`config.mk`:
```
export PLATFORM = sky130hd
export DESIGN_NAME = mdio_mgmt_ctrl
export DESIGN_NICKNAME = d
export VERILOG_FILES = /design/src/rtl/mdio_mgmt_ctrl.sv
export SDC_FILE = /design/constraint.sdc
export NUM_CORES = 1
export LEC_CHECK = 0
export ABC_AREA = 0
export CORE_MARGIN = 10
export CORE_UTILIZATION = 50
export CTS_CLUSTER_SIZE = 40
export DETAILED_ROUTE_END_ITERATION = 10
export PLACE_DENSITY = 0.8
export SLEW_MARGIN = 20
export SYNTH_ARGS = -nofsm -noshare
export SYNTH_HDL_FRONTEND = slang
export SYNTH_SLANG_ARGS = --single-unit
```
`constraint.sdc`:
```
create_clock -name clk -period 2.4 [get_ports clk]
set_clock_uncertainty 0.05 [all_clocks]
set_input_delay 0.72 -clock clk [delete_from_list [all_inputs] [get_ports clk]]
set_output_delay 0.72 -clock clk [all_outputs]
set_load 0.03 [all_outputs]
```
`src/rtl/mdio_mgmt_ctrl.sv`:
```
module mdio_mgmt_ctrl #(
  parameter int DIV_HALF = 4
) (
  input  logic        clk,
  input  logic        rst_n,
  input  logic        reg_wr,
  input  logic        reg_sel,
  input  logic [31:0] reg_wdata,
  output logic [31:0] reg_rdata,
  output logic        mdc,
  output logic        mdio_out,
  output logic        mdio_oe,
  input  logic        mdio_in
);
  localparam int HW = (DIV_HALF > 1) ? $clog2(DIV_HALF) : 1;
  localparam logic [5:0] LAST_BIT = 6'd63;
  localparam logic [5:0] TA_BIT   = 6'd46;
  localparam logic [5:0] DATA_BIT = 6'd48;

  logic          busy, wr_q, mdc_q;
  logic [4:0]    phy_q, reg_q;
  logic [15:0]   data_q, cap_q;
  logic [HW-1:0] half_cnt;
  logic [5:0]    bit_idx;

  wire half_end = (half_cnt == HW'(DIV_HALF - 1));
  wire cmd_go   = reg_wr && !reg_sel && !busy;
  wire unused_wdata = ^{reg_wdata[31:16], reg_wdata[5:2], reg_wdata[0]};

  wire [63:0] frame = {32'hFFFF_FFFF, 2'b01, (wr_q ? 2'b01 : 2'b10),
                       phy_q, reg_q, 2'b10, data_q};

  assign mdc       = mdc_q;
  assign mdio_out  = busy ? frame[LAST_BIT - bit_idx] : 1'b1;
  assign mdio_oe   = busy && (wr_q || bit_idx < TA_BIT);
  assign reg_rdata = reg_sel ? {16'h0, data_q}
                             : {16'h0, phy_q, reg_q, 4'h0, wr_q, busy};

  always_ff @(posedge clk) begin
    if (!rst_n) begin
      busy     <= 1'b0;
      wr_q     <= 1'b0;
      mdc_q    <= 1'b0;
      phy_q    <= '0;
      reg_q    <= '0;
      data_q   <= '0;
      cap_q    <= '0;
      half_cnt <= '0;
      bit_idx  <= '0;
    end else if (cmd_go) begin
      phy_q    <= reg_wdata[15:11];
      reg_q    <= reg_wdata[10:6];
      wr_q     <= reg_wdata[1];
      busy     <= 1'b1;
      bit_idx  <= '0;
      half_cnt <= '0;
      mdc_q    <= 1'b0;
    end else if (busy) begin
      if (!half_end) begin
        half_cnt <= half_cnt + 1'b1;
      end else begin
        half_cnt <= '0;
        mdc_q    <= !mdc_q;
        if (!mdc_q) begin
          if (!wr_q && bit_idx >= DATA_BIT) cap_q <= {cap_q[14:0], mdio_in};
        end else if (bit_idx == LAST_BIT) begin
          busy <= 1'b0;
          if (!wr_q) data_q <= cap_q;
        end else begin
          bit_idx <= bit_idx + 1'b1;
        end
      end
    end else if (reg_wr && reg_sel) begin
      data_q <= reg_wdata[15:0];
    end
  end

  p_busy_start_r3: assert property (@(posedge clk) disable iff (!rst_n)
    (reg_wr && !reg_sel && !busy) |=> busy);

  p_mdc_idle_low_r4: assert property (@(posedge clk) disable iff (!rst_n)
    (!busy && !cmd_go) |=> !mdc);

  p_mdo_hold_high_r5: assert property (@(posedge clk) disable iff (!rst_n)
    (busy && mdc && !half_end) |=> $stable(mdio_out));

  p_ignore_cmd_r8: assert property (@(posedge clk) disable iff (!rst_n)
    (busy && reg_wr && !reg_sel) |=> ($stable(phy_q) && $stable(reg_q) && $stable(wr_q)));

  p_ignore_data_r9: assert property (@(posedge clk) disable iff (!rst_n)
    (busy && wr_q && reg_wr && reg_sel) |=> $stable(data_q));

  p_read_hold_r7: assert property (@(posedge clk) disable iff (!rst_n)
    (busy && !wr_q && !(mdc && half_end && bit_idx == LAST_BIT)) |=> $stable(data_q));
endmodule

```
==> reports/results.env <==
WORST_SLEW_MARGIN_REL_PCT=67.17
WORST_TRAN_PIN_VALUE_NS=0.4800
REMAINING_DRC_ERRORS=0
WORST_HOLD_STARTPOINT='phy_q[3]'
PLACE.GP.CONGESTION=0.9216
R2R_END='data_q[9]'
CTS_MADE_BUFFERS=5
CLOCKROOTBUFFER='clkbuf_8'
H_TREE_DEPTH=2
CTS_HOLD_BUFFERS=0
NUMBER_OF_GLOBAL_ROUTE_VIAS_BEFORE_REPAIR=2495
CLOCK_INSERTION_DELAY_WORST_SKEW_NS=0.31
ENDPOINTS_FAILING_SETUP=1
NUM-FILL-CELLS=466
IOPINCOUNT=72
YOSYS.CELL_TYPES.COUNT=39
NUMBER_OF_FLOPS_MAPPED_TO_ENABLE_CELLS_BY_YOSYS=0
CLOCK_SINK_COUNT=53
OUTCOME='complete, but fails checks'
FINAL_COMMON_CELL='buf_4'
LAYOUT_MIN_CYCLE_TIME_NS=2.727
FINAL_NET_COUNT=426
POST_ROUTE_CELLS_DRIVE_ABOVE_1_SHARE_PCT=29.20
NUMBER_OF_PLACED_CELLS_COUNTING_WELL_TAPS=452
LEAKAGE_uW=0.001549
YS_WARNINGS=0
WHS_PATH_DEPTH=2
POWER.IR.VDD_WORST_uV=277.3
PLACEMENT_SETUP_SLACK_NS=-0.7234
TIMING.MAX_CAP.VIOLATIONS=0
FLOORPLAN.DIE.WIDTH_UM=97.30
GRT_FIRST_PASS_WIRELENGTH_UM=12210
POST_SYNTH_MAIN_AREA_CONTRIBUTORS='dfxtp_1 36%, mux2i_1 13%, mux2_2 10%, buf_4 4.5%, nand2_1 4.0%'
STARTPOINT_TYPE='flip-flop'
FINAL_UTIL_PCT=63.84
TIMING.FINAL.HOLD_VIOLATIONS=0
RSZ0062_AT_GRT='true'
MAXIMUM_FANOUT_COUNT_ALONG_THE_CRITICAL_PATH=4
REQUIRED_NS=1.63
FIRST_ITER_VIOLATIONS=151
ANTENNA_CELLS=0
CELLS_AFTER_SYNTH=316
SEQPWRFRAC_PCT=50.6
FINAL_CRITICAL_PATH_SETUP_SLACK_NS=-0.3274
CELLPOWERDENSITY_nW_PER_UM2=494.0
COMB_POWER_SHARE_PCT=22.0
WORST_SETUP_HOLD_PATH_CLK_SLEW_NS=0.10
FLIP_FLOP_AND_LATCH_COUNT_AFTER_SYNTHESIS=53
WL_UM=7478
SYN_AREA_SQ_UM=2988
POWER_SWITCHING_SHARE_PCT=29.21
SYNTH_AREA_PER_CELL_SQ_UM=9.455
FINAL.PERIOD_UTILIZATION_PCT=113.6
AVGVIACOUNTPERCELL=5.312
TIMING_MAX_TRANSITION_VIOLATIONS_FINAL=0
ANT_NETS=0
CTS_TREE='done'
DIE_HEIGHT_UM=97.30
TRACK_USAGE_PCT=15.11
SYNTHESIS_TO_LAYOUT_AREA_GROWTH_PCT=25.00
WORST-SETUP-PATH-TYPE='flip-flop to output port'
HOLD_PATH_CLASS='flip-flop to flip-flop'
PLACEMENTROWS=28
FIRST_PASS_ITERS=4
STDCELL_COUNT=462
CELL_TYPE_CONTRIBUTING_THE_MOST_TOTAL_CELL_AREA_AFTER_SYNTHESIS='dfxtp_1'
YS_SEQ_AREA_SHARE_PCT=35.51
CELL_INTERNAL_PWR_uW=1306
FIN_TNS_SETUP_NS=-0.3274
MAX_FREQ_MHz=366.7
R2R-START='bit_idx[0]'
CORE-AREA_SQ_UM=5851
SYNTHDOMINANTCELLAREASHARE_PCT=35.51
MAXIMUM_NUMBER_OF_PINS_ON_ONE_NET_BEFORE_GLOBAL_ROUTE_REPAIR=45
VIOLATIONS_IN_THE_FINAL_REPORTS='negative setup slack'
R2R.WORST_PATH.CELLS=8
DR_TOTAL_VIAS=2454
FINALHOLDWORSTSLACK_NS=0.4531
SYNTH-ASYNC-RESET-RATIO_PCT=0
PLACE.PORT_BUFFERS=39
DIE-AREA_SQ_UM=9467
CLOCK_PATH_BUFFERS=2
DETAILEDPLACEMENTHPWL_UM=5471
ANTENNA_FOUND_INITIAL=0
CLOCK_SHARE_OF_POWER_PCT=27.5
INITIAL_UTILIZATION_PCT=51.07
WHS_ENDPOINT='phy_q[3]'
GRT_REMAINING_OVERFLOW=0
NET-SWITCHING-POWER_uW=539.0
ROUTE.DETAILED.WL_PER_INST_UM=16.19
LAYOUT.CELLS.MOST_COMMON_LIST='54 x buf_4, 51 x dfxtp_1, 40 x mux2i_1, 32 x nand2_1, 27 x mux2_2'
DATA_ARRIVAL_TIME_AT_THE_WORST_SLACK_ENDPOINT_NS=1.96
CP-END-KIND='output port'
YOSYS_MOST_USED_DFF='dfxtp_1'
FF2FF_SETUP_SLACK_NS=0.39
## power by group through the flow
stage	registers, uW	logic (uW)	clock network [uW]
floorplan	958	250	0
global placement	953	397	0
detailed placement	954	403	0
CTS	933	403	508
global route	937	435	534
finish	933	406	507
## state kept, by name, indices dropped and copies added (netlist names)
name and flops:
cap_q 16, data_q 16, bit_idx 6, phy_q 5, reg_q 5, half_cnt 2
busy 1, mdc 1, wr_q 1
## cell families (layout without fill, tap and decap cells)
kind of cell | Yosys count | after routing | share of synthesized area, %
compound gates | 60 | 60 | 12.02
simple gates | 79 | 79 | 13.48
mux | 71 | 71 | 26.59
xor+xnor | 7 | 7 | 2.052
fa+ha+maj | 2 | 2 | 0.8374
flops | 53 | 53 | 35.51
other cells | 1 | 16 | 0.1255
buf+inv | 43 | 99 | 9.380
## critical path: stages (launching register included)
cell and delay [ns]:
dfxtp_4 0.40, mux4_2 0.53, nand2_1 0.09, o2111ai_1 0.11
a221o_2 0.38, buf_6 0.14
## per-layer routing
metal / vias up / share of wire, % / track usage, %
met5: - / 0 / 0
met4: 0 / 2.2 / 5.481
met3: 12 / 4.6 / 3.556
met2: 55 / 49 / 25.57
met1: 1181 / 44 / 18.14
li1: 1206 / - / -
## synth_stat cells (all sizes together), types with 11 or more instances
library cell  instances
dfxtp                53
nor2b                17
buf                  26
nor2                 11
a21oi                21
a21boi               13
o21ai                18
mux2                 27
nand2                33
mux2i                40
clkbuf               11
## area by class of cell
class	instances	area, sq um	area share (%)
Inverter	4	15.01	0.4020
Sequential cell	53	1066	28.54
Clock buffer	5	68.82	1.843
Tap cell	75	93.84	2.513
Clock inverter	2	16.27	0.4355
Timing Repair Buffer	88	770.7	20.64
Multi-Input combinational cell	235	1704	45.63
## repair_timing
action	4_1_cts	5_1_grt
setup buffers	2	0
setup endpoints to repair	17	4
gates cloned	1	0
resized for setup	69	2
## worst max-delay path by stage
| stage | from | endpoint | depth (start not counted) |
|---|---|---|---|
| after global routing | bit_idx[1] | mdio_out | 5 |
| after floorplan | reg_sel | reg_rdata[11] | 3 |
| after detailed placement | reg_sel | reg_rdata[15] | 4 |
| after CTS | bit_idx[1] | mdio_out | 5 |
| final | bit_idx[1] | mdio_out | 5 |
| after global placement | reg_sel | reg_rdata[13] | 4 |
## per-stage QoR
| stage | total power [uW] | area (sq um) |
|---|---|---|
| 2_1_floorplan | 1207 | 3048 |
| 3_3_place_gp | 1349 | 3630 |
| 3_5_place_dp | 1357 | 3630 |
| 4_1_cts | 1844 | 3729 |
| 5_1_grt | 1906 | 3735 |
| 6_report | 1845 | 3735 |
No activity file was read; power rests on OpenSTA's default activity.
